--- src/rtl/cbuf_pkg.sv ---
package cbuf_pkg;

  // Control-area word indices (byte offset / 4)
  localparam logic [4:0] IX_REQ      = 5'd0;
  localparam logic [4:0] IX_STS      = 5'd1;
  localparam logic [4:0] IX_CANCEL   = 5'd2;
  localparam logic [4:0] IX_START    = 5'd3;
  localparam logic [4:0] IX_INTEN    = 5'd4;
  localparam logic [4:0] IX_INTSTS   = 5'd5;
  localparam logic [4:0] IX_CSIZE    = 5'd6;
  localparam logic [4:0] IX_CADDR_LO = 5'd7;
  localparam logic [4:0] IX_CADDR_HI = 5'd8;
  localparam logic [4:0] IX_RSIZE    = 5'd9;
  localparam logic [4:0] IX_RADDR_LO = 5'd10;
  localparam logic [4:0] IX_RADDR_HI = 5'd11;

  localparam logic [7:0] RSP_LEN = 8'd10;

  typedef enum logic [1:0] {PW_IDLE, PW_WAKE, PW_READY, PW_SLEEP} pw_state_t;
  typedef enum logic [2:0] {EN_IDLE, EN_RUN, EN_W0, EN_W1, EN_W2} en_state_t;

  // Response word 0: tag bytes 0-1, length bytes 2-3 (upper half of BE length, zero)
  function automatic logic [31:0] rsp_word0(input logic [15:0] tag);
    return {16'h0000, tag};
  endfunction

  // Response word 1: length bytes 4-5, return-code bytes 6-7
  function automatic logic [31:0] rsp_word1(input logic [31:0] rc);
    return {rc[23:16], rc[31:24], RSP_LEN, 8'h00};
  endfunction

  // Response word 2: return-code bytes 8-9, padding bytes 10-11
  function automatic logic [31:0] rsp_word2(input logic [31:0] rc);
    return {16'h0000, rc[7:0], rc[15:8]};
  endfunction

endpackage

--- src/rtl/cbuf_ram.sv ---
module cbuf_ram #(
  parameter int WORDS = 16,
  localparam int IDX_W = $clog2(WORDS)
) (
  input  logic             clk,
  input  logic             host_we,
  input  logic [IDX_W-1:0] host_idx,
  input  logic [31:0]      host_wdata,
  output logic [31:0]      host_rdata,
  input  logic             eng_we,
  input  logic [IDX_W-1:0] eng_idx,
  input  logic [31:0]      eng_wdata,
  output logic [15:0]      tag_o
);
  logic [31:0] mem [WORDS];

  // Engine write is placed last so it wins a same-word collision
  always_ff @(posedge clk) begin
    if (host_we) mem[host_idx] <= host_wdata;
    if (eng_we)  mem[eng_idx]  <= eng_wdata;
  end

  assign host_rdata = mem[host_idx];
  assign tag_o      = mem[0][15:0];
endmodule

--- src/rtl/cbuf_power.sv ---
module cbuf_power
  import cbuf_pkg::*;
#(
  parameter int WAKE_CYC = 4,
  parameter int IDLE_CYC = 3,
  localparam int MAXC = (WAKE_CYC > IDLE_CYC) ? WAKE_CYC : IDLE_CYC,
  localparam int CW   = $clog2(MAXC + 1)
) (
  input  logic clk,
  input  logic rst_n,
  input  logic set_ready,
  input  logic set_idle,
  input  logic busy,
  output logic pend_ready,
  output logic pend_idle,
  output logic dev_ready,
  output logic dev_idle,
  output logic ready_ack
);
  pw_state_t st;
  logic [CW-1:0] cnt;

  assign ready_ack = (st == PW_WAKE) && (cnt == '0);
  assign dev_ready = (st == PW_READY);
  assign dev_idle  = (st == PW_IDLE);

  always_ff @(posedge clk) begin
    if (!rst_n) begin
      st <= PW_IDLE; cnt <= '0; pend_ready <= 1'b0; pend_idle <= 1'b0;
    end else if (set_ready) begin
      pend_ready <= 1'b1;
      pend_idle  <= 1'b0;
      if (st != PW_WAKE) begin
        st  <= PW_WAKE;
        cnt <= CW'(WAKE_CYC - 1);
      end else if (cnt != '0) begin
        cnt <= cnt - 1'b1;
      end else begin
        st <= PW_READY; pend_ready <= 1'b0;
      end
    end else if (set_idle) begin
      pend_idle  <= 1'b1;
      pend_ready <= 1'b0;
      st  <= PW_SLEEP;
      cnt <= CW'(IDLE_CYC - 1);
    end else begin
      case (st)
        PW_WAKE:
          if (cnt == '0) begin st <= PW_READY; pend_ready <= 1'b0; end
          else cnt <= cnt - 1'b1;
        PW_SLEEP:
          if (!busy) begin
            if (cnt == '0) begin st <= PW_IDLE; pend_idle <= 1'b0; end
            else cnt <= cnt - 1'b1;
          end
        default: ;
      endcase
    end
  end

  // Cycles a command-ready request has been outstanding
  logic [CW:0] wait_cnt;
  always_ff @(posedge clk) begin
    if (!rst_n)          wait_cnt <= '0;
    else if (pend_ready) wait_cnt <= wait_cnt + 1'b1;
    else                 wait_cnt <= '0;
  end


  wake_bound_chk: assert property (@(posedge clk) disable iff (!rst_n)
    wait_cnt <= (CW+1)'(WAKE_CYC));


  ready_wins_chk: assert property (@(posedge clk) disable iff (!rst_n)
    set_ready |=> (!pend_idle && (st == PW_WAKE || st == PW_READY)));


  idle_defer_chk: assert property (@(posedge clk) disable iff (!rst_n)
    (st == PW_SLEEP && busy && !set_ready) |=> (st == PW_SLEEP));
endmodule

--- src/rtl/cbuf_engine.sv ---
module cbuf_engine
  import cbuf_pkg::*;
#(
  parameter int          LATENCY      = 20,
  parameter logic [31:0] RC_CANCELLED = 32'h0000_0901,
  parameter int          IDX_W        = 4,
  localparam int         CNT_W        = $clog2(LATENCY + 1)
) (
  input  logic             clk,
  input  logic             rst_n,
  input  logic             go,
  input  logic             abort,
  input  logic [15:0]      tag_in,
  output logic             busy,
  output logic             done,
  output logic             mem_we,
  output logic [IDX_W-1:0] mem_idx,
  output logic [31:0]      mem_wdata
);
  en_state_t st;
  logic [CNT_W-1:0] cnt;
  logic [15:0] tag_q;
  logic [31:0] rc_q;

  always_ff @(posedge clk) begin
    if (!rst_n) begin
      st <= EN_IDLE; cnt <= '0; tag_q <= '0; rc_q <= '0;
    end else begin
      case (st)
        EN_IDLE:
          if (go) begin
            st <= EN_RUN; cnt <= CNT_W'(LATENCY - 1); tag_q <= tag_in; rc_q <= '0;
          end
        EN_RUN:
          if (abort) begin
            rc_q <= RC_CANCELLED; st <= EN_W0;
          end else if (cnt == '0) begin
            st <= EN_W0;
          end else begin
            cnt <= cnt - 1'b1;
          end
        EN_W0:   st <= EN_W1;
        EN_W1:   st <= EN_W2;
        default: st <= EN_IDLE;
      endcase
    end
  end

  assign busy = (st != EN_IDLE);
  assign done = (st == EN_W2);

  always_comb begin
    mem_we    = 1'b0;
    mem_idx   = '0;
    mem_wdata = '0;
    case (st)
      EN_W0: begin mem_we = 1'b1; mem_idx = IDX_W'(0); mem_wdata = rsp_word0(tag_q); end
      EN_W1: begin mem_we = 1'b1; mem_idx = IDX_W'(1); mem_wdata = rsp_word1(rc_q);  end
      EN_W2: begin mem_we = 1'b1; mem_idx = IDX_W'(2); mem_wdata = rsp_word2(rc_q);  end
      default: ;
    endcase
  end


  go_when_free_chk: assert property (@(posedge clk) disable iff (!rst_n)
    go |-> (st == EN_IDLE));


  abort_fast_chk: assert property (@(posedge clk) disable iff (!rst_n)
    (st == EN_RUN && abort) |=> (st == EN_W0 && rc_q == RC_CANCELLED));
endmodule

--- src/rtl/cmdbuf_ctrl.sv ---
module cmdbuf_ctrl
  import cbuf_pkg::*;
#(
  parameter int          BUF_WORDS    = 16,
  parameter int          LATENCY      = 20,
  parameter int          WAKE_CYC     = 4,
  parameter int          IDLE_CYC     = 3,
  parameter logic [63:0] HOST_BASE    = 64'h0000_0000_FED4_0000,
  parameter logic [31:0] RC_CANCELLED = 32'h0000_0901,
  localparam int          ADDR_W    = 8,
  localparam int          IDX_W     = $clog2(BUF_WORDS),
  localparam logic [31:0] BUF_BYTES = 32'(4 * BUF_WORDS),
  localparam logic [63:0] BUF_ADDR  = HOST_BASE + 64'h80
) (
  input  logic              clk,
  input  logic              rst_n,
  input  logic              bus_wr,
  input  logic [ADDR_W-1:0] bus_addr,
  input  logic [31:0]       bus_wdata,
  output logic [31:0]       bus_rdata,
  output logic              irq
);
  // Address decode
  logic       aligned, ctrl_sel, buf_sel;
  logic [4:0] word_ix;
  assign aligned  = (bus_addr[1:0] == 2'b00);
  assign word_ix  = bus_addr[6:2];
  assign ctrl_sel = aligned && !bus_addr[7];
  assign buf_sel  = aligned && bus_addr[7] && (32'(word_ix) < 32'(BUF_WORDS));

  function automatic logic hit(input logic [4:0] ix);
    return bus_wr && ctrl_sel && (word_ix == ix);
  endfunction

  // Internal events brought out for assertions
  logic set_ready, set_idle, start_wr, go, abort_now;
  logic eng_done, eng_busy;
  logic pend_ready, pend_idle, dev_ready, dev_idle, ready_ack;

  logic start_q, cancel_q, int_en_q, int_sts_q, err_q;

  assign set_ready = hit(IX_REQ) && bus_wdata[0];
  assign set_idle  = hit(IX_REQ) && bus_wdata[1] && !bus_wdata[0];
  assign start_wr  = hit(IX_START) && bus_wdata[0];
  assign go        = start_wr && dev_ready && !start_q;
  assign abort_now = cancel_q;

  cbuf_power #(.WAKE_CYC(WAKE_CYC), .IDLE_CYC(IDLE_CYC)) power_i (
    .clk(clk), .rst_n(rst_n), .set_ready(set_ready), .set_idle(set_idle),
    .busy(eng_busy), .pend_ready(pend_ready), .pend_idle(pend_idle),
    .dev_ready(dev_ready), .dev_idle(dev_idle), .ready_ack(ready_ack)
  );

  logic             eng_we;
  logic [IDX_W-1:0] eng_idx;
  logic [31:0]      eng_wdata, buf_rdata;
  logic [15:0]      cmd_tag;

  cbuf_engine #(.LATENCY(LATENCY), .RC_CANCELLED(RC_CANCELLED), .IDX_W(IDX_W)) engine_i (
    .clk(clk), .rst_n(rst_n), .go(go), .abort(abort_now), .tag_in(cmd_tag),
    .busy(eng_busy), .done(eng_done), .mem_we(eng_we), .mem_idx(eng_idx),
    .mem_wdata(eng_wdata)
  );

  cbuf_ram #(.WORDS(BUF_WORDS)) ram_i (
    .clk(clk), .host_we(bus_wr && buf_sel), .host_idx(word_ix[IDX_W-1:0]),
    .host_wdata(bus_wdata), .host_rdata(buf_rdata),
    .eng_we(eng_we), .eng_idx(eng_idx), .eng_wdata(eng_wdata), .tag_o(cmd_tag)
  );

  always_ff @(posedge clk) begin
    if (!rst_n) begin
      start_q <= 1'b0; cancel_q <= 1'b0; int_en_q <= 1'b0;
      int_sts_q <= 1'b0; err_q <= 1'b0;
    end else begin
      if (eng_done)  start_q <= 1'b0;
      else if (go)   start_q <= 1'b1;

      if (ready_ack)                            err_q <= 1'b0;
      else if (start_wr && !dev_ready && !start_q) err_q <= 1'b1;

      if (hit(IX_CANCEL)) cancel_q <= bus_wdata[0];
      if (hit(IX_INTEN))  int_en_q <= bus_wdata[0];

      if (eng_done)                             int_sts_q <= 1'b1;
      else if (hit(IX_INTSTS) && bus_wdata[0])  int_sts_q <= 1'b0;
    end
  end

  assign irq = int_en_q && int_sts_q;

  always_comb begin
    bus_rdata = '0;
    if (buf_sel) begin
      bus_rdata = buf_rdata;
    end else if (ctrl_sel) begin
      case (word_ix)
        IX_REQ:      bus_rdata = {30'b0, pend_idle, pend_ready};
        IX_STS:      bus_rdata = {30'b0, dev_idle, err_q};
        IX_CANCEL:   bus_rdata = {31'b0, cancel_q};
        IX_START:    bus_rdata = {31'b0, start_q};
        IX_INTEN:    bus_rdata = {31'b0, int_en_q};
        IX_INTSTS:   bus_rdata = {31'b0, int_sts_q};
        IX_CSIZE,
        IX_RSIZE:    bus_rdata = BUF_BYTES;
        IX_CADDR_LO,
        IX_RADDR_LO: bus_rdata = BUF_ADDR[31:0];
        IX_CADDR_HI,
        IX_RADDR_HI: bus_rdata = BUF_ADDR[63:32];
        default:     bus_rdata = '0;
      endcase
    end
  end


  start_clear_chk: assert property (@(posedge clk) disable iff (!rst_n)
    $fell(start_q) |-> $past(eng_done));


  start_refused_chk: assert property (@(posedge clk) disable iff (!rst_n)
    (start_wr && !dev_ready && !start_q && !ready_ack) |=> (err_q && !start_q));


  int_source_chk: assert property (@(posedge clk) disable iff (!rst_n)
    $rose(int_sts_q) |-> $past(eng_done));
endmodule

--- config.mk ---
export PLATFORM = sky130hd
export DESIGN_NAME = cmdbuf_ctrl
export DESIGN_NICKNAME = d
export VERILOG_FILES = /design/src/rtl/cbuf_pkg.sv /design/src/rtl/cbuf_ram.sv /design/src/rtl/cbuf_power.sv /design/src/rtl/cbuf_engine.sv /design/src/rtl/cmdbuf_ctrl.sv
export SDC_FILE = /design/constraint.sdc
export NUM_CORES = 1
export LEC_CHECK = 0
export CAP_MARGIN = 20
export CORE_MARGIN = 2
export CORE_UTILIZATION = 45
export CTS_CLUSTER_SIZE = 25
export DETAILED_ROUTE_END_ITERATION = 16
export GPL_TIMING_DRIVEN = 0
export HOLD_SLACK_MARGIN = 0.05
export PLACE_DENSITY = 0.64
export REMOVE_ABC_BUFFERS = 1
export SLEW_MARGIN = 20
export SYNTH_ARGS = -nofsm -noshare
export SYNTH_HDL_FRONTEND = slang
export SYNTH_SLANG_ARGS = --single-unit
export TNS_END_PERCENT = 50
--- constraint.sdc ---
create_clock -name clk -period 6.5 [get_ports clk]
set_clock_uncertainty 0.05 [all_clocks]
set_input_delay 1.625 -clock clk [delete_from_list [all_inputs] [get_ports clk]]
set_output_delay 1.625 -clock clk [all_outputs]
set_load 0.005 [all_outputs]
==> results by group, run 1 <==
Cells and area
  • Nets: 1285
  • Fill cell instance count of the final layout: 3741
  • Footprint of the multi-input gates: 0.00589 sq mm
  • Share of post-route cells with drive strength above 1: 25.2%
  • Area added between synthesis and finish: 17.5%
  • Area used by sequential logic in the layout: 0.0161 sq mm
  • Final cell count without fillers: 1946
  • Count of inserted antenna diode cells: 0

Critical path
  • Cells on worst reg2reg path: 5
  • Required @ worst endpoint: 4.83 ns
  • Largest fanout of any net on the critical path: 22
  • Setup crit end kind: output pin
  • Worst setup path class: in2out
  • Worst endpoint data arrival time: 4.62 ns
  • Critical Path Source Type: primary input

Power and ir drop
  • Leakage: 8.40 nW
  • Sequential fraction of design power: 52.7%
  • Total power divided by cell area: 284 mW/mm^2
  • Cell internal pwr: 5.92 mW
  • Highest ir drop seen on vdd: 0.168 mV
  • Psw: 1.53 mW
  • Switching portion of total power: 20.6%
  • Proportion of power drawn by combinational gates: 6.1%
  • Share of power burned in the clock network: 41.2%

Die
  • Initial core utilization: 45.7%
  • Core Region: 0.0490 sq mm
  • Placement Rows: 81
  • I/O pins: 76
  • Die area: 0.0515 sq mm
  • Die X-Extent: 227 um
  • Floorplan die height: 227 um

Placed design
  • Dpl hpwl: 28800 um
  • Count of input and output buffers: 75
  • Post-Place Cells: 1844
  • Routability Congestion: 0.734

Timing
  • Max Transition Viols Final: 0
  • Final Critical Period: 6.30 ns
  • Setup repair after global routing missed its margin: false
  • Worst Tran Pin Value: 0.941 ns
  • Hold_ws: 0.408 ns
  • Slew HR: 37.2%
  • Final number of setup-violating endpoints: 0
  • Number of failing hold endpoints at the final stage: 0
  • Max Clk Rate: 159 MHz
  • Share of the cycle needed by the critical path after routing: 96.9%

CTS
  • Clock tree from TritonCTS: done
  • Post-CTS setup buffers: 0
  • Clock network latency to the later pin of the worst-skew pair: 0.59 ns
  • Reg clk slew, reported paths: 0.06 ns
  • Number of clock sinks: 549
  • Cell at the root of the clock tree: sky130_fd_sc_hd__clkbuf_16
  • Htree depth: 2
  • Number of buffers on the longest clock path: 3
  • Number of CTS-inserted buffers: 56

GRT
  • Wire length of the first global-routing pass: 72200 um
  • Largest net degree at the start of global routing: 83
  • Sum of overflow across all layers after global routing: 0
  • Number of antenna violations at the first check in global routing: 3
  • Via count of the first global-routing pass: 11453
  • Overall track demand over capacity in global routing: 19.3%

Logic synthesis
  • Top flip-flop cell by instance count after synthesis: sky130_fd_sc_hd__edfxtp_1
  • Share of flip-flops with an asynchronous set or reset after synthesis: 0%
  • Post-Syn Area per Cell: 19.2 sq um
  • Distinct cells, synth: 53
  • Number of cells produced by synthesis: 1162
  • Warnings, synthesis: 0
  • Syn Std Cell Area: 0.0223 sq mm
  • Sequential-to-total area share from yosys stat: 72.1%
  • FF+latch count, synth: 549
  • Number of flops mapped to enable cells by yosys: 512

Drt
  • Number of iterations in the first detailed-routing pass: 7
  • Starting DRT DRC Count: 974
  • Drt wl/cell: 24.7 um
  • DRC violations left: 0
  • Routed wire length: 48100 um
  • Drt via density: 5.69
  • Final antenna-violating net count: 0
  • Routed via count: 11069

Hold path
  • Worst Hold Class: reg2reg
  • Hold Path Cell Cnt: 2

Outcome
  • Result of the run: completed

Run
  • Max-cap check violation count: 0
cell type report:
type | instances | area share, %
sequential | 549 | 61.4
multi-input combinational | 510 | 22.4
timing repair buffer | 116 | 6.29
clock buffer | 71 | 5.75
tap | 664 | 3.16
clock inverter | 31 | 0.910
inverter | 5 | 0.0715
state kept, by name, indices dropped and copies added (netlist names), 2 cells and up:
signal,cells
engine_i.tag_q,16
engine_i.cnt,5
ram_i.mem,512
engine_i.st,3
power_i.cnt,3
power_i.st,2
worst max-delay path, cell delays in order:
cell and delay, ns:
sky130_fd_sc_hd__clkdlybuf4s50_1 0.44, sky130_fd_sc_hd__nor3_1 0.48, sky130_fd_sc_hd__and2_2 0.68, sky130_fd_sc_hd__nand2_2 0.42
sky130_fd_sc_hd__o211ai_1 0.39, sky130_fd_sc_hd__clkdlybuf4s50_1 0.57
routing by layer:
| layer | up-vias | GRT usage [%] | routed length, um |
|---|---|---|---|
| met3 | 83 | 3.43 | 2730 |
| met2 | 332 | 30.1 | 22800 |
| met4 | 4 | 5.52 | 1230 |
| met5 | - | 0 | 20 |
| li1 | 4778 | - | - |
| met1 | 5872 | 28.0 | 21300 |
kinds of logic after synthesis:
group	Yosys count	share of synthesized area [%]
AND/OR/NAND/NOR	237	5.85
multiplexers	213	17.9
AO/OA/AOI/OAI	53	1.62
buffers and inverters	103	2.20
adder cells (fa/ha/maj)	4	0.224
XOR/XNOR	3	0.118
flip-flops	549	72.1
per-stage QoR:
step           instance area (sq um)  setup TNS, ns  util [%]  total power [mW]  setup WS, ns
2_1_floorplan                  21900              0         -              4.23          1.03
3_3_place_gp                   23500       -4506.94      47.9              4.51        -10.33
3_5_place_dp                   24500          -1.08      50.0              4.47        -0.134
4_1_cts                        26300              0      53.6              7.52         0.141
5_1_grt                        26300              0      53.6              7.67        0.0121
6_report                       26300              0      53.6              7.45         0.200
path summary, 6_finish.rpt:
| path | slack, ns | start | to |
|---|---|---|---|
| hold / removal | 0.41 | power_i.pend_idle | power_i.pend_idle |
| setup / recovery | 0.20 | bus_addr[1] | bus_rdata[18] |
| hold reg to reg | 0.41 | power_i.pend_idle | power_i.pend_idle |
| setup reg to reg | 4.13 | start_q | engine_i.rc_q[8] |
placed cells by master, fill, tap and decap left out, types with 4 or more instances in the layout:
| master | instances |
|---|---|
| sky130_fd_sc_hd__buf_16 | 22 |
| sky130_fd_sc_hd__clkinv_1 | 17 |
| sky130_fd_sc_hd__and2_1 | 80 |
| sky130_fd_sc_hd__edfxtp_1 | 512 |
| sky130_fd_sc_hd__buf_6 | 4 |
| sky130_fd_sc_hd__nand2b_1 | 11 |
| sky130_fd_sc_hd__clkbuf_16 | 57 |
| sky130_fd_sc_hd__clkdlybuf4s50_1 | 71 |
| sky130_fd_sc_hd__mux4_2 | 146 |
| sky130_fd_sc_hd__nor2_1 | 37 |
| sky130_fd_sc_hd__dfxtp_1 | 37 |
| sky130_fd_sc_hd__o22ai_1 | 4 |
| sky130_fd_sc_hd__nor2_4 | 13 |
| sky130_fd_sc_hd__bufinv_16 | 4 |
| sky130_fd_sc_hd__nand3_1 | 6 |
| sky130_fd_sc_hd__buf_12 | 9 |
| sky130_fd_sc_hd__buf_4 | 4 |
| sky130_fd_sc_hd__nor2b_1 | 23 |
| sky130_fd_sc_hd__nor3_1 | 6 |
| sky130_fd_sc_hd__nand4_1 | 4 |
| sky130_fd_sc_hd__o211ai_1 | 13 |
| sky130_fd_sc_hd__o21ai_0 | 4 |
| sky130_fd_sc_hd__clkbuf_1 | 11 |
| sky130_fd_sc_hd__ha_1 | 4 |
| sky130_fd_sc_hd__mux2_2 | 29 |
| sky130_fd_sc_hd__buf_8 | 5 |
| sky130_fd_sc_hd__clkinv_2 | 8 |
| sky130_fd_sc_hd__mux2i_1 | 38 |
| sky130_fd_sc_hd__inv_1 | 4 |
| sky130_fd_sc_hd__nand2_1 | 35 |
| sky130_fd_sc_hd__a21oi_1 | 12 |
synthesized netlist by cell type (5+ instances only):
master	n	share of area, %
sky130_fd_sc_hd__edfxtp_1	512	69
sky130_fd_sc_hd__mux4_2	146	15
sky130_fd_sc_hd__and2_1	81	2.3
sky130_fd_sc_hd__clkbuf_1	57	0.96
sky130_fd_sc_hd__nor2_1	51	0.86
sky130_fd_sc_hd__mux2i_1	38	1.7
sky130_fd_sc_hd__dfxtp_1	37	3.3
sky130_fd_sc_hd__nand2_1	37	0.62
sky130_fd_sc_hd__mux2_2	29	1.5
sky130_fd_sc_hd__buf_2	24	0.54
sky130_fd_sc_hd__nor2b_1	23	0.64
sky130_fd_sc_hd__o211ai_1	13	0.44
sky130_fd_sc_hd__a21oi_1	12	0.27
sky130_fd_sc_hd__nand2b_1	11	0.31
sky130_fd_sc_hd__buf_6	6	0.30
sky130_fd_sc_hd__nand3_1	6	0.13
sky130_fd_sc_hd__nor3_1	6	0.13
sky130_fd_sc_hd__o21ai_0	6	0.13
sky130_fd_sc_hd__buf_1	5	0.084
sky130_fd_sc_hd__buf_4	5	0.17
sky130_fd_sc_hd__inv_1	5	0.084
repair_timing:
item / in CTS / in global routing
setup endpoints to repair: 14 / 0
gates resized for setup: 1 / 0
hold buffers: 0 / 0
power groups by stage:
stage	clock, mW	sequential, mW	combinational [mW]
after floorplan	0	4.00	0.225
after global placement	0	4.01	0.501
after detailed placement	0	4.00	0.463
after CTS	3.12	3.93	0.465
after global routing	3.25	3.93	0.492
final	3.07	3.93	0.456
(Power assumes the default switching activity.)
==> run 2, diff against run 1 <==
ABC_CLOCK_PERIOD_IN_PS = 6500   (was default)
==> results of run 2 <==
The final DEF is identical to that of run 1; final timing and power are the same.
==> run 3, diff against run 2 <==
ABC_CLOCK_PERIOD_IN_PS = 7900   (was 6500)
clock period = 7.9 ns   (was 6.5 ns; I/O delays follow)
==> run 3 against run 2 <==
Effect of this change: wire length is essentially flat; sequential share of layout area about the same; die area is the same; count of clock-buffer cells in the layout stayed put; highest routed layer unchanged; critical path depth stayed put; final area about the same; largest power group unchanged; setup slack improved by 0.43 ns; sequential power fell by 18%.
==> results by group, run 3 (synthesis results as in run 1) <==
Die
  • Initial core utilization: 45.7% (unchanged)
  • Die area: 0.0515 sq mm (unchanged)
  • Core Region: 0.0490 sq mm (unchanged)
  • I/O pins: 76 (unchanged)
  • Floorplan die height: 227 um (unchanged)
  • Placement Rows: 81 (unchanged)
  • Die X-Extent: 227 um (unchanged)

CTS
  • Cell at the root of the clock tree: sky130_fd_sc_hd__clkbuf_16
  • Clock network latency to the later pin of the worst-skew pair: 0.59 ns (about the same)
  • Clock tree from TritonCTS: done
  • Count of instances resized after the clock tree is built: 0 (-1)
  • Htree depth: 2 (unchanged)
  • Number of CTS-inserted buffers: 56 (unchanged)
  • Number of clock sinks: 549 (unchanged)
  • Reg clk slew, reported paths: 0.06 ns (about the same)
  • Post-CTS setup buffers: 0 (unchanged)
  • Number of hold buffers added after CTS: 0 (unchanged)
  • Number of buffers on the longest clock path: 3 (unchanged)

Critical path
  • Critical Path Source Type: primary input
  • Setup crit end kind: output pin
  • Largest fanout of any net on the critical path: 22 (unchanged)
  • Required @ worst endpoint: 5.88 ns (+1.05 ns)
  • Worst endpoint data arrival time: 5.24 ns (+0.62 ns)
  • Startpoint of the lowest-slack register-to-register path: start_q
  • Worst Setup SP: bus_addr[1]
  • Worst setup path class: in2out

GRT
  • Sum of overflow across all layers after global routing: 0 (unchanged)
  • Overall track demand over capacity in global routing: 19.3% (unchanged)
  • Number of antenna violations at the first check in global routing: 3 (unchanged)
  • Wire length of the first global-routing pass: 72200 um (unchanged)
  • Via count of the first global-routing pass: 11453 (unchanged)
  • Largest net degree at the start of global routing: 83 (unchanged)

Cells and area
  • Most used cells in the layout excluding fill and tap cells: sky130_fd_sc_hd__edfxtp_1, sky130_fd_sc_hd__mux4_2, sky130_fd_sc_hd__and2_1, sky130_fd_sc_hd__clkdlybuf4s50_1, sky130_fd_sc_hd__clkbuf_16
  • Count of inserted antenna diode cells: 0 (unchanged)
  • Area added between synthesis and finish: 17.5% (about the same)
  • Biggest register: ram_i.mem
  • Final core occ: 53.6% (about the same)
  • Share of post-route cells with drive strength above 1: 25.1% (-0.078 points)
  • Most common cell after layout, fill and taps aside: sky130_fd_sc_hd__edfxtp_1
  • Flip-flop count of the largest register, all copies and words added: 512 (unchanged)
  • Nets: 1285 (unchanged)
  • Top flop regs: ram_i.mem x512, engine_i.tag_q x16, engine_i.cnt x5

Timing
  • Setup repair after global routing missed its margin: false
  • Final Critical Period: 7.27 ns
  • Share of the cycle needed by the critical path after routing: 92.0%
  • Worst Tran Pin Value: 0.944 ns (+0.00237 ns)
  • Final number of setup-violating endpoints: 0 (unchanged)
  • Max Clk Rate: 138 MHz
  • Max Transition Viols Final: 0 (unchanged)
  • Setup tns final: 0 ns (unchanged)
  • Number of failing hold endpoints at the final stage: 0 (unchanged)
  • Minimum setup slack in the final design: 0.635 ns (+0.434 ns)
  • Slew HR: 37.0% (-0.16 points)

Drt
  • Drt wl/cell: 24.7 um (about the same)
  • Routed wire length: 48100 um (about the same)
  • Number of iterations in the first detailed-routing pass: 7 (unchanged)
  • Starting DRT DRC Count: 982 (+0.82%)
  • Final antenna-violating net count: 0 (unchanged)
  • Routed via count: 11072 (+0.027%)
  • Drt via density: 5.69 (about the same)
  • DRC violations left: 0 (unchanged)

Power and ir drop
  • Highest ir drop seen on vdd: 0.138 mV (-18%)
  • Leakage: 8.40 nW (about the same)
  • Post-route total power: 6.13 mW (-18%)
  • Total power divided by cell area: 234 mW/mm^2 (-18%)

Placed design
  • Count of input and output buffers: 75 (unchanged)
  • Dpl hpwl: 28800 um (unchanged)
  • Routability Congestion: 0.734 (unchanged)
  • Pre-CTS setup slack: 0.566 ns (+0.700 ns)

Hold path
  • Worst Hold Class: reg2reg
  • Startpoint of the lowest-slack hold path: power_i.pend_idle

Outcome
  • Result of the run: completed

Run
  • Max-cap check violation count: 0 (unchanged)
run 3: cell counts in the layout (fill, tap and decap cells not counted):
No cell type changed its count.
run 3: worst paths after layout:
| kind | to | slack, ns | depth (start not counted) |
|---|---|---|---|
| setup / recovery | bus_rdata[18] | 0.63 | 6 |
| hold / removal | power_i.pend_idle | 0.41 | 2 |
| hold reg to reg | power_i.pend_idle | 0.41 | 2 |
| setup reg to reg | engine_i.rc_q[8] | 5.53 | 5 |
run 3: critical path, stage by stage:
cell and delay, ns:
sky130_fd_sc_hd__clkdlybuf4s50_1 0.44, sky130_fd_sc_hd__nor3_1 0.48, sky130_fd_sc_hd__and2_2 0.67, sky130_fd_sc_hd__nand2_1 0.63, sky130_fd_sc_hd__o211ai_1 0.46, sky130_fd_sc_hd__clkdlybuf4s50_1 0.57
run 3: report_power, final:
part / total [mW] / internal (mW) / switching [mW] / leakage [nW]
sequential: 3.23 / 3.22 / 0.0141 / 4.90
combinational: 0.375 / 0.184 / 0.192 / 2.64
clock: 2.52 / 1.47 / 1.06 / 0.852
run 3: cell type report:
cell class,count,area [sq um]
multi-input cells,510,5880
inverters,5,18.8
clock buffers,71,1510
clock inverters,31,239
flip-flops and latches,549,16100
well taps,664,831
fillers,3742,22700
repair buffers,116,1650
run 3: per-stage QoR:
step / cells / hold WS (ns) / area, sq um
finish: 1946 / 0.408 / 26200
global route: 1946 / 0.432 / 26200
CTS: 1946 / 0.410 / 26200
detailed placement: 1844 / 0.400 / 24500
global placement: 1803 / 0.401 / 23500
floorplan: 1064 / 0.380 / 21900
run 3: routing by layer:
layer | part of all wire, % | global-route usage, % | up-vias
li1 | - | - | 4778
met1 | 44 | 28.0 | 5879
met2 | 47 | 30.1 | 328
met3 | 5.6 | 3.43 | 83
met4 | 2.5 | 5.52 | 4
met5 | 0.042 | 0 | -
